--- config.mk ---
export PLATFORM = sky130hd
export DESIGN_NAME = iop_port_selector
export DESIGN_NICKNAME = d
export VERILOG_FILES = /design/src/rtl/iop_pkg.sv /design/src/rtl/iop_strobe_decode.sv /design/src/rtl/iop_latch_bank.sv /design/src/rtl/iop_in_port.sv /design/src/rtl/iop_port_selector.sv
export SDC_FILE = /design/constraint.sdc
export NUM_CORES = 1
export LEC_CHECK = 0
export ABC_AREA = 1
export BUFFER_PORTS_ARGS = -buffer_cell sky130_fd_sc_hd__buf_4
export CAP_MARGIN = 20
export CORE_AREA = 4 4 44 46
export CTS_CLUSTER_SIZE = 12
export DETAILED_ROUTE_END_ITERATION = 7
export DIE_AREA = 0 0 48 50
export GPL_TIMING_DRIVEN = 0
export PLACE_DENSITY = 0.68
export SYNTH_ARGS = -nofsm -noshare
export SYNTH_HDL_FRONTEND = slang
export SYNTH_SLANG_ARGS = --single-unit
--- constraint.sdc ---
create_clock -name clk -period 1 [get_ports clk]
set_input_delay 0.3 -clock clk [delete_from_list [all_inputs] [get_ports clk]]
set_output_delay 0.3 -clock clk [all_outputs]
set_load 0.02 [all_outputs]
--- src/rtl/iop_pkg.sv ---
package iop_pkg;

    typedef struct packed {
        logic is_in;
        logic is_out;
    } iop_qual_t;

    function automatic iop_qual_t decode_strobes(input logic iorq_n,
                                                 input logic rd_n,
                                                 input logic wr_n);
        iop_qual_t q;
        q.is_in  = !iorq_n && !rd_n;
        q.is_out = !iorq_n && !wr_n;
        return q;
    endfunction

    function automatic int unsigned slice_width(input int unsigned data_w,
                                                input int unsigned segs);
        return data_w / segs;
    endfunction

endpackage

--- src/rtl/iop_strobe_decode.sv ---
module iop_strobe_decode
    import iop_pkg::*;
(
    input  logic      iorq_n,
    input  logic      rd_n,
    input  logic      wr_n,
    output iop_qual_t qual
);
    always_comb qual = decode_strobes(iorq_n, rd_n, wr_n);
endmodule

--- src/rtl/iop_latch_bank.sv ---
module iop_latch_bank
    import iop_pkg::*;
#(
    parameter int unsigned DATA_W   = 8,
    parameter int unsigned SEGMENTS = 1
) (
    input  logic                clk,
    input  logic                rst,
    input  logic                is_out,
    input  logic [SEGMENTS-1:0] sel_n,
    input  logic [DATA_W-1:0]   wdata,
    output logic [DATA_W-1:0]   q
);
    localparam int unsigned SEG_W = slice_width(DATA_W, SEGMENTS);

    for (genvar k = 0; k < SEGMENTS; k++) begin : g_slice
        logic             load;
        logic [SEG_W-1:0] hold;
        assign load = is_out && !sel_n[k];
        always_ff @(posedge clk) begin
            if (rst)       hold <= '0;
            else if (load) hold <= wdata[k*SEG_W +: SEG_W];
        end
        assign q[k*SEG_W +: SEG_W] = hold;
    end
endmodule

--- src/rtl/iop_in_port.sv ---
module iop_in_port #(
    parameter int unsigned DATA_W = 8
) (
    input  logic              is_in,
    input  logic              sel_n,
    input  logic [DATA_W-1:0] sw,
    output logic [DATA_W-1:0] bus_data,
    output logic              bus_oe
);
    always_comb begin
        bus_oe   = is_in && !sel_n;
        bus_data = bus_oe ? sw : '0;
    end
endmodule

--- src/rtl/iop_port_selector.sv ---
module iop_port_selector
    import iop_pkg::*;
#(
    parameter int unsigned ADDR_W     = 8,
    parameter int unsigned DATA_W     = 8,
    parameter int unsigned SEGMENTS   = 1,
    parameter int unsigned IN_SEL_BIT = 0
) (
    input  logic              clk,
    input  logic              rst,
    input  logic              iorq_n,
    input  logic              rd_n,
    input  logic              wr_n,
    input  logic [ADDR_W-1:0] addr,
    input  logic [DATA_W-1:0] wdata,
    input  logic [DATA_W-1:0] in_sw,
    output logic [DATA_W-1:0] port_q,
    output logic [DATA_W-1:0] rd_data,
    output logic              rd_oe
);
    iop_qual_t qual;

    iop_strobe_decode u_dec (
        .iorq_n (iorq_n),
        .rd_n   (rd_n),
        .wr_n   (wr_n),
        .qual   (qual)
    );

    iop_latch_bank #(.DATA_W(DATA_W), .SEGMENTS(SEGMENTS)) u_bank (
        .clk    (clk),
        .rst    (rst),
        .is_out (qual.is_out),
        .sel_n  (addr[SEGMENTS-1:0]),
        .wdata  (wdata),
        .q      (port_q)
    );

    iop_in_port #(.DATA_W(DATA_W)) u_in (
        .is_in    (qual.is_in),
        .sel_n    (addr[IN_SEL_BIT]),
        .sw       (in_sw),
        .bus_data (rd_data),
        .bus_oe   (rd_oe)
    );
endmodule

==> results of run 1 <==
[cells by family (layout without fill, tap and decap cells)]
kind of cell / count (synthesis) / count (layout) / share of synthesized area [%]
AOI/OAI and AO/OA: 8 / 8 / 8.964
buffers and inverters: 22 / 66 / 21.01
DFF: 8 / 8 / 35.85
and+or+nand+nor: 34 / 35 / 34.17
[per-layer routing]
metal,up-vias,track usage [%]
met5,-,0
li1,304,-
met1,256,14.04
met2,12,26.87
met3,2,5.455
met4,0,5.381
[through the flow]
step / TNS [ps] / worst slack (ps) / total power, mW
finish: -2127 / -252.4 / 0.8922
floorplan: -1656 / -208.9 / 0.4869
global route: -2531 / -287.4 / 0.9405
detailed placement: -4631 / -490.4 / 0.6083
CTS: -2279 / -258.6 / 0.8945
global placement: -4332 / -472.8 / 0.6017
[how the worst max path moves through the flow]
stage	from	end	slack (ps)	cells past startpoint
floorplan	iorq_n	rd_data[0]	-210	4
global placement	iorq_n	rd_data[0]	-470	6
detailed placement	iorq_n	rd_data[0]	-490	6
CTS	addr[0]	rd_data[4]	-260	6
global route	iorq_n	rd_data[4]	-290	6
finish	iorq_n	rd_data[4]	-250	6
[final cells by class]
| type | count | share of cell area (%) |
|---|---|---|
| multi-input combinational | 43 | 28.99 |
| inverter | 20 | 8.119 |
| buffer | 2 | 1.933 |
| clock buffer | 3 | 2.320 |
| timing repair buffer | 41 | 39.05 |
| sequential | 8 | 17.53 |
| tap | 16 | 2.062 |
[repair_timing]
item	4_1_cts	5_1_grt
resized for setup	23	6
setup endpoints to repair	17	17
buffers inserted	2	1
cloned	1	0
hold buffers	0	0
pin swaps	2	2
[worst max-delay path, stage by stage]
cell	delay (ps)
buf_6	100
nor2_4	110
buf_6	150
nand2_8	70
nor2_4	110
buf_6	120
[cells in the final DEF (no fill, tap or decap), types with 2 or more instances in the layout]
cell	netlist	final
inv_1	20	18
nand2_8	0	2
dfxtp_2	0	8
buf_6	1	20
nand3_1	8	8
buf_4	1	23
nor2_4	1	9
clkbuf_4	0	3
a21oi_1	8	8
nand2_1	8	8
nor2_1	16	8
[power groups by stage]
| stage | logic (mW) | clock network, mW | registers [mW] |
|---|---|---|---|
| after detailed placement | 0.258 | 0 | 0.350 |
| after CTS | 0.286 | 0.258 | 0.350 |
| after floorplan | 0.116 | 0 | 0.371 |
| final | 0.296 | 0.246 | 0.350 |
| after global placement | 0.252 | 0 | 0.350 |
| after global routing | 0.323 | 0.266 | 0.352 |
==> summary.md, run 1 <==
| Metric | Value |
|---|---|
| Synth Register Bits | `8` |
| P_sw | `0.2637 mW` |
| M1 WL | `471 um` |
| Top post-synthesis cells by count | `inv_1 (20), nor2_1 (16)` |
| Syn Std Cell Area | `446.7 um^2` |
| Post-layout min period | `1252 ps` |
| Critical path peak fanout | `4` |
| Share of cells above drive strength 1 | `57.26%` |
| Global-route wire length before repair | `2525 um` |
| Worst Setup Slack, final | `-252.4 ps` |
| Routed WL per cell | `11.36 um` |
| Top_reg_cell synth | `dfxtp_1` |
| Reg clk slew, reported paths | `50 ps` |
| Total gr overflow | `0` |
| Total routed wirelength | `1511 um` |
| Initial antenna violation count | `0` |
| Placed Area | `820.8 um^2` |
| Slew margin rel. | `82.71%` |
| Power share of the clock group | `27.6%` |
| Endpoints failing hold | `0` |
| Initial Utilization | `29.65%` |
| Post-synth EDFFs | `0` |
| Met2 wire length | `949 um` |
| I/O pin cnt | `46` |
| Post-synth net total | `101` |
| Met3 Routed Length | `68 um` |
| Cells after synthesis | `72` |
| Hold path depth | `5` |
| Iteration-0 DRC Markers | `5` |
| Hold Path End | `u_bank.q[5]$_SDFFE_PP0P_` |
| Worst VDD drop | `541.8 uV` |
| Register area | `170.2 um^2` |
| Failing checks | `setup timing` |
| Hold Startpoint | `wdata[5]` |
| Worst slew pin tran | `259.0 ps` |
| Longest Clk Path Bufs | `2` |
| Util after Layout | `64.45%` |
| Distinct cells, synth | `10` |
| Max reg flops | `8` |
| Synth async-reset ratio | `0%` |
| H-Tree Depth | `1` |
| Hold Path Class | `in -> reg` |
| Sequential-to-total area share from yosys stat | `35.85%` |
| Via Count | `574` |
| Clock Skew | `0 ps` |
| Yosys top cell by area | `dfxtp_1` |
| Port Buffers | `38` |
| FP Rows | `14` |
| WHS | `357.4 ps` |
| Required @ worst endpoint | `700 ps` |
| Final non-filler cell total | `133` |
| Synth warn | `0` |
| Max-cap violation count | `0` |
| Die footprint | `2400 um^2` |
| Hpwl dp | `1147 um` |
| Highest Clock Rate | `798.5 MHz` |
| Count leader, synth | `inv_1` |
| Status | `finished, violations left` |
| Nets@finish | `148` |
| Mean Syn Cell Area | `6.204 um^2` |
| Internal power | `0.6285 mW` |
| RSZ-0062 raised after global routing | `yes` |
| TritonRoute pass-1 iters | `2` |
| Number of CTS-inserted buffers | `3` |
| RR Endpoint | `u_bank.q[1]$_SDFFE_PP0P_` |
| CTS tree | `yes` |
| Switching Share | `29.55%` |
| Post-route cell area | `970.9 um^2` |
| Power per cell area | `918.9 nW/um^2` |
| Final setup viols | `10` |
| Fillers | `134` |
| Vias in the first global route | `584` |
| Critical setup path kind | `in -> out` |
| GRT Total Usage | `14.76%` |
| Yosys top cell area share | `35.85%` |
| DRC | `0` |
| Placer Congestion | `0.6964` |
| Clock Sinks | `8` |
| Logic pwr share | `33.2%` |
| Synth-to-Final Area Change | `117.4%` |
| Inserted Diodes | `0` |
| Die height | `50 um` |
| Critical Path End Type | `primary output` |
| Seq pwr share | `39.2%` |
| CP arrival | `950 ps` |
| Largest cells by area after synthesis | `dfxtp_1 (36%), inv_1 (17%), nor2_1 (13%)` |
| Core Box Area | `1506 um^2` |
| R2r worst-path depth | `2` |
| R2R setup slack | `390 ps` |
| Vias per cell | `4.316` |
| Ratio of final minimum period to clock period | `125.2%` |
| Clock root cell | `clkbuf_4` |
| Final count of pins violating max slew | `0` |
| Crit path launch type | `input port` |
| Die extent in x | `48 um` |
| ANT nets after route | `0` |
| Placed Cells | `126` |
| R2R Path Start | `u_bank.q[1]$_SDFFE_PP0P_` |
| Clk Latency, worst-skew pair | `250 ps` |
| Top routing layer used | `met4` |
| Pleak | `0.5041 nW` |
| Largest net degree at the start of global routing | `11` |
| Area of the multi-input gates | `281.5 um^2` |
Note: power is estimated with default switching activity, not from simulation.
==> run 2, diff against run 1 <==
--- a/config.mk
+++ b/config.mk
@@ -6,14 +6,16 @@
 export NUM_CORES = 1
 export LEC_CHECK = 0
 export ABC_AREA = 1
-export BUFFER_PORTS_ARGS = -buffer_cell sky130_fd_sc_hd__buf_4
 export CAP_MARGIN = 20
-export CORE_AREA = 4 4 44 46
+export CORE_AREA = 4 4 41 43
 export CTS_CLUSTER_SIZE = 12
 export DETAILED_ROUTE_END_ITERATION = 7
-export DIE_AREA = 0 0 48 50
+export DIE_AREA = 0 0 45 47
+export DONT_BUFFER_PORTS = 1
 export GPL_TIMING_DRIVEN = 0
-export PLACE_DENSITY = 0.68
+export PLACE_DENSITY = 0.47
+export SLEW_MARGIN = 40
 export SYNTH_ARGS = -nofsm -noshare
 export SYNTH_HDL_FRONTEND = slang
+export SYNTH_HIERARCHICAL = 1
 export SYNTH_SLANG_ARGS = --single-unit
==> summary.md, run 2 <==
| Metric | Value |
|---|---|
| Status | `finished, violations left` |
| Failing checks | `setup timing` |
| Clock Skew | `0 ps (unchanged)` |
| Endpoints failing hold | `0 (unchanged)` |
| Top post-synthesis cells by count | `nor2_1 (26), inv_1 (20), dfxtp_1 (8), nand2_1 (8), nand3_1 (8)` |
| Synth warn | `6 (+6)` |
| Clock Sinks | `8 (unchanged)` |
| Largest net degree at the start of global routing | `10 (-1)` |
| GRT Total Usage | `10.84% (-3.9 points)` |
| Worst VDD drop | `592.7 uV (+9.4%)` |
| Nets@finish | `108 (-27%)` |
| Yosys top cell by area | `dfxtp_1` |
| Yosys top cell area share | `36.36% (+0.51 points)` |
| CTS tree | `yes` |
| Syn Std Cell Area | `440.4 um^2 (-1.4%)` |
| Final setup viols | `8 (-2)` |
| Reg clk slew, reported paths | `60 ps (about the same)` |
| Commonest non-fill, non-tap cell in the layout | `inv_1` |
| Hold path depth | `3 (-2)` |
| Count leader, synth | `nor2_1` |
| Final count of pins violating max slew | `0 (unchanged)` |
| RR Endpoint | `u_bank/q[7]$_SDFFE_PP0P_` |
| Worst slew pin tran | `239.2 ps (-19.79 ps)` |
| RSZ-0062 raised after global routing | `yes` |
| Core Box Area | `1301 um^2 (-14%)` |
| Critical setup path kind | `in -> out` |
| R2R Path Start | `u_bank/q[7]$_SDFFE_PP0P_` |
| CP arrival | `740 ps (-210 ps)` |
| Post-synth EDFFs | `0 (unchanged)` |
| Top_reg_cell synth | `dfxtp_1` |
| Most frequent cells in the layout | `inv_1 (19), nor2_1 (17), nor2_4 (10)` |
| FP Rows | `13 (-1)` |
| ANT nets after route | `0 (unchanged)` |
| Initial Utilization | `33.85% (+4.2 points)` |
| Share of cells above drive strength 1 | `32.47% (-25 points)` |
| Longest Clk Path Bufs | `2 (unchanged)` |
| Hold Startpoint | `addr[0]` |
| Number of CTS-inserted buffers | `3 (unchanged)` |
| Hold Path Class | `in -> reg` |
| Mean Syn Cell Area | `5.952 um^2 (-4.1%)` |
| Critical path peak fanout | `9 (+5)` |
| Die footprint | `2115 um^2 (-12%)` |
| H-Tree Depth | `1 (unchanged)` |
| Pleak | `0.2863 nW (-43%)` |
| Worst slack at placement | `-69.70 ps (+420.7 ps)` |
| I/O pin cnt | `46 (unchanged)` |
| Ratio of final minimum period to clock period | `104.0% (-21 points)` |
| Synth async-reset ratio | `0% (unchanged)` |
| Cells after synthesis | `74 (+2.8%)` |
| Sequential-to-total area share from yosys stat | `36.36% (+0.51 points)` |
| Critical Path End Type | `primary output` |
| # hold bufs at CTS | `0 (unchanged)` |
| R2R setup slack | `380 ps (about the same)` |
| Iteration-0 DRC Markers | `3 (-2)` |
| Total routed wirelength | `1010 um (-33%)` |
| Vias in the first global route | `363 (-38%)` |
| Initial antenna violation count | `0 (unchanged)` |
| Max-cap violation count | `0 (unchanged)` |
| Post-CTS Setup Bufs | `0 (-2)` |
| Global-route wire length before repair | `1587 um (-37%)` |
| Final non-filler cell total | `92 (-31%)` |
| Max reg flops | `8 (unchanged)` |
| Hold Path End | `u_bank/q[5]$_SDFFE_PP0P_` |
| Highest Clock Rate | `962.0 MHz (+20%)` |
| Total power | `0.7380 mW (-17%)` |
| Distinct cells, synth | `9 (-1)` |
| DRC | `0 (unchanged)` |
| R2r worst-path depth | `2 (unchanged)` |
| Die extent in x | `45 um (-6.3%)` |
| Largest cells by area after synthesis | `dfxtp_1 (36%), nor2_1 (22%), inv_1 (17%)` |
| Placed Cells | `89 (-29%)` |
| Post-synth net total | `103 (+2.0%)` |
| Hpwl dp | `806.7 um (-30%)` |
| Vias per cell | `4.467 (+3.5%)` |
| Inserted Diodes | `0 (unchanged)` |
| Total gr overflow | `0 (unchanged)` |
| Post-layout min period | `1040 ps (-212.8 ps)` |
| Worst Setup Slack, final | `-39.55 ps (+212.8 ps)` |
| Routed WL per cell | `10.98 um (-3.4%)` |
| Crit path launch type | `input port` |
| Synth Register Bits | `8 (unchanged)` |
| Placer Congestion | `0.6893 (-1.0%)` |
| Total negative slack | `-303.7 ps (+1823 ps)` |
| Required @ worst endpoint | `700 ps (about the same)` |
| Via Count | `411 (-28%)` |
| Clk Latency, worst-skew pair | `240 ps (about the same)` |
| Port Buffers | `0 (-100%)` |
| Clock root cell | `clkbuf_4` |
| Slew margin rel. | `84.03% (+1.3 points)` |
| TritonRoute pass-1 iters | `4 (+2)` |
| Synth-to-Final Area Change | `28.98%` |
| Die height | `47 um (-6.0%)` |
| Power per cell area | `1299 nW/um^2 (+41%)` |
[run 2: cell count changes after synthesis]
cell,previous run,this run
nor2_1,16,26
a21oi_1,8,0
buf_4,1,0
inv_2,0,1
[run 2: through the flow]
step	instance area (um^2)	hold WS, ps	util, %
6_report	568.0	246.6	43.65
3_5_place_dp	535.5	518.6	41.15
2_1_floorplan	516.7	497.7	-
5_1_grt	568.0	248.6	43.65
4_1_cts	563.0	240.4	43.27
3_3_place_gp	535.5	513.0	41.15
[run 2: area by class of cell]
| class | instances | area (um^2) |
|---|---|---|
| inverter | 21 | 78.83 |
| clock buffer | 3 | 22.52 |
| buffer | 1 | 11.26 |
| sequential | 8 | 170.2 |
| tap | 15 | 18.77 |
| fill | 164 | 733.2 |
| multi-input combinational | 44 | 266.5 |
[run 2: timing repair]
action                                  in CTS  in global routing
endpoints found under the setup margin      13                 13
endpoints found under the hold margin        0                  0
pin swaps                                    2                  0
gates cloned                                 0                  0
gates resized for setup                      4                  4
[run 2: worst max-delay path by stage]
stage | startpoint | to | slack (ps)
floorplan | iorq_n | rd_data[0] | -40
detailed placement | iorq_n | rd_data[0] | -70
global placement | iorq_n | rd_data[0] | -70
CTS | iorq_n | rd_data[0] | -50
global route | iorq_n | rd_data[2] | -80
finish | iorq_n | rd_data[0] | -40
[run 2: per-layer routing]
| metal | global-route usage (%) | part of all wire (%) | up-vias |
|---|---|---|---|
| met5 | 0 | 0 | - |
| met4 | 3.509 | 0 | 0 |
| met3 | 8.429 | 13 | 0 |
| met2 | 14.69 | 46 | 22 |
| met1 | 13.01 | 41 | 174 |
| li1 | - | - | 215 |
[run 2: cells by family (layout without fill, tap and decap cells)]
kind of cell           count (synthesis)  in the layout  synth area share (%)
flip-flops                             8              8                 36.36
AND/OR/NAND/NOR                       44             44                 43.18
buffers and inverters                 22             25                 20.45
[run 2: critical path, cell delays in order]
cell,delay [ps]
nor2_4,140
nand2_8,130
nor2_4,170
[run 2: power by group]
group	internal (mW)	total [mW]	switching (mW)	leakage [nW]
registers	0.340	0.370	0.0298	0.0688
logic	0.0401	0.126	0.0855	0.204
clock network	0.137	0.243	0.106	0.0138
total	0.517	0.738	0.221	0.286
==> run 3, diff against run 2 <==
--- a/config.mk
+++ b/config.mk
@@ -5,7 +5,6 @@
 export SDC_FILE = /design/constraint.sdc
 export NUM_CORES = 1
 export LEC_CHECK = 0
-export ABC_AREA = 1
 export CAP_MARGIN = 20
 export CORE_AREA = 4 4 41 43
 export CTS_CLUSTER_SIZE = 12
==> constraint.sdc (replaced) <==
create_clock -name clk -period 0.9 [get_ports clk]
set_input_delay 0.27 -clock clk [delete_from_list [all_inputs] [get_ports clk]]
set_output_delay 0.27 -clock clk [all_outputs]
set_load 0.02 [all_outputs]
==> summary.md, run 3 <==
| Metric | Value |
|---|---|
| Distinct cells, synth | `10 (+1)` |
| I/O pin cnt | `46 (unchanged)` |
| Worst VDD drop | `760.8 uV (+28%)` |
| RR Endpoint | `u_bank/q[0]$_SDFFE_PP0P_` |
| Reg clk slew, reported paths | `50 ps (about the same)` |
| Status | `finished, violations left` |
| Clk Latency, worst-skew pair | `250 ps (about the same)` |
| H-Tree Depth | `1 (unchanged)` |
| Highest Clock Rate | `1107 MHz` |
| Critical path's top delay family | `simple AND/OR/NAND/NOR gates` |
| Clock Sinks | `8 (unchanged)` |
| Initial antenna violation count | `0 (unchanged)` |
| Critical setup path kind | `in -> out` |
| Total negative slack | `-5.014 ps (+298.6 ps)` |
| CP arrival | `630 ps (-110 ps)` |
| Worst slew pin tran | `223.5 ps (-15.74 ps)` |
| R2R setup slack | `250 ps (-130 ps)` |
| Hold Startpoint | `wdata[1]` |
| Die footprint | `2115 um^2 (unchanged)` |
| FP Rows | `13 (unchanged)` |
| Yosys top cell area share | `36.16% (-0.21 points)` |
| Sequential-to-total area share from yosys stat | `36.16% (-0.21 points)` |
| Endpoints failing hold | `0 (unchanged)` |
| Share of cells above drive strength 1 | `53.06% (+21 points)` |
| Die height | `47 um (unchanged)` |
| Syn Std Cell Area | `442.9 um^2 (+0.57%)` |
| Most frequent cells in the layout | `nand2b_1 (8), nand4bb_1 (8), dfxtp_4 (8), and3b_2 (8), o21ai_1 (7)` |
| Routed WL per cell | `18.53 um (+69%)` |
| R2r worst-path depth | `2 (unchanged)` |
| Power per cell area | `1307 nW/um^2 (+0.63%)` |
| Hold Path Class | `in -> reg` |
| Longest Clk Path Bufs | `2 (unchanged)` |
| Critical path peak fanout | `5 (-4)` |
| Die extent in x | `45 um (unchanged)` |
| Pleak | `0.2028 nW (-29%)` |
| ANT nets after route | `0 (unchanged)` |
| Post-synth EDFFs | `0 (unchanged)` |
| TritonRoute pass-1 iters | `2 (-2)` |
| Post-synth net total | `74 (-28%)` |
| Iteration-0 DRC Markers | `3 (unchanged)` |
| Nets@finish | `80 (-26%)` |
| Synth Register Bits | `8 (unchanged)` |
| Util after Layout | `42.88% (-0.77 points)` |
| Critical Path End Type | `primary output` |
| Port Buffers | `0 (unchanged)` |
| Final setup viols | `3 (-5)` |
| Vias in the first global route | `391 (+7.7%)` |
| Post-CTS Setup Bufs | `0 (unchanged)` |
| Hold path depth | `2 (-1)` |
| CP max stage delay | `260 ps (+90 ps)` |
| R2R Path Start | `u_bank/q[0]$_SDFFE_PP0P_` |
| Crit path launch type | `input port` |
| Largest net degree at the start of global routing | `19 (+9)` |
| Core Box Area | `1301 um^2 (unchanged)` |
| Cells after synthesis | `45 (-39%)` |
| Slew margin rel. | `85.06% (+1.0 points)` |
| Mean Syn Cell Area | `9.843 um^2 (+65%)` |
| Worst Setup Slack, final | `-3.646 ps (+35.90 ps)` |
| Inserted Diodes | `0 (unchanged)` |
| Clock Skew | `0 ps (unchanged)` |
| Post-route cell area | `558.0 um^2 (-1.8%)` |
| Placed Area | `494.2 um^2 (-7.7%)` |
| Synth async-reset ratio | `0% (unchanged)` |
| Top_reg_cell synth | `dfxtp_1` |
| Required @ worst endpoint | `630 ps (-70 ps)` |
| Max reg flops | `8 (unchanged)` |
| Synth warn | `6 (unchanged)` |
| Crit-path slowest cell | `and3b_2` |
| Cell Chain, Critical Path | `nor2_4 -> and3b_2` |
| Yosys top cell by area | `dfxtp_1` |
| Vias per cell | `6.016 (+35%)` |
| CTS tree | `yes` |
| RSZ-0062 raised after global routing | `yes` |
| Fillers | `121 (-26%)` |
| Hold Path End | `u_bank/q[1]$_SDFFE_PP0P_` |
| GRT Total Usage | `12.36% (+1.5 points)` |
| Top post-synthesis cells by count | `and3b_1 (8), dfxtp_1 (8), nand2b_1 (8), nand4bb_1 (8), o21ai_1 (7)` |
| Total routed wirelength | `1186 um (+17%)` |
| DRC | `0 (unchanged)` |
| Ratio of final minimum period to clock period | `100.4%` |
| Number of CTS-inserted buffers | `3 (unchanged)` |
| Total gr overflow | `0 (unchanged)` |
| Via Count | `385 (-6.3%)` |
| # hold bufs at CTS | `0 (unchanged)` |
| Global-route wire length before repair | `1807 um (+14%)` |
| Clock root cell | `clkbuf_4` |
| Post-layout min period | `903.6 ps` |
| Placer Congestion | `0.6550 (-5.0%)` |
| Synth-to-Final Area Change | `25.99%` |
| Final count of pins violating max slew | `0 (unchanged)` |
| Total power | `0.7295 mW (-1.1%)` |
| Failing checks | `setup timing` |
| Hpwl dp | `975.1 um (+21%)` |
| Max-cap violation count | `0 (unchanged)` |
| Initial Utilization | `34.04% (+0.19 points)` |
| Largest cells by area after synthesis | `dfxtp_1 (36%), nand4bb_1 (20%), and3b_1 (16%)` |
| Buf+Inv Stages, Crit Path | `0 (unchanged)` |
run 3: changes by cell type after synthesis, sizes merged:
cell	change
nor2	-25
nand2b	+8
nand4bb	+8
nand2	-9
nand3	-8
o21ai	+8
and3b	+8
inv	-21
nor2b	+1
and2b	+1
run 3: logic make-up (layout without fill, tap and decap cells):
logic type / Yosys count / in the layout / synth area share, %
and+or+nand+nor: 28 / 29 / 52.83
AOI/OAI and AO/OA: 8 / 8 / 9.887
DFF: 8 / 8 / 36.16
buffers and inverters: 1 / 4 / 1.129
run 3: timing repair:
action                     in CTS  in global routing
setup endpoints to repair      17                 15
cloned                          1                  0
gates resized for setup        17                  0
pin swaps                       3                  2
run 3: stage by stage:
stage	cells	hold slack, ps	worst slack, ps
3_5_place_dp	60	453.5	-56.96
2_1_floorplan	45	435.9	-19.28
6_report	64	184.2	-3.646
5_1_grt	64	181.3	-21.60
3_3_place_gp	60	442.6	-43.16
4_1_cts	64	180.2	-14.61
run 3: metal layers:
layer / track usage, % / up-vias / wire length (um)
li1: - / 177 / -
met1: 11.24 / 171 / 410
met2: 22.88 / 35 / 589
met3: 8.046 / 2 / 171
met4: 2.924 / 0 / 13
met5: 0 / - / 0
run 3: worst max-delay path by stage:
| stage | depth (start not counted) | end | startpoint |
|---|---|---|---|
| after global placement | 2 | rd_data[0] | iorq_n |
| after CTS | 2 | rd_data[4] | rd_n |
| after floorplan | 2 | rd_data[0] | iorq_n |
| after global routing | 0 | port_q[4] | u_bank/q[4]$_SDFFE_PP0P_ |
| after detailed placement | 2 | rd_data[4] | iorq_n |
| final | 2 | rd_data[4] | rd_n |
run 3: cell type report:
cell class              instances  area (um^2)  area share [%]
multi-input cells              37        321.6           57.62
flip-flops and latches          8        190.2           34.08
clock buffers                   3        22.52           4.036
well taps                      15        18.77           3.363
plain buffers                   1        5.005          0.8969
run 3: report_power, final:
part	switching, mW	leakage (nW)	internal (mW)
registers	0.0230	0.0711	0.352
logic	0.0432	0.118	0.0483
clock network	0.111	0.0138	0.152
total	0.177	0.203	0.553
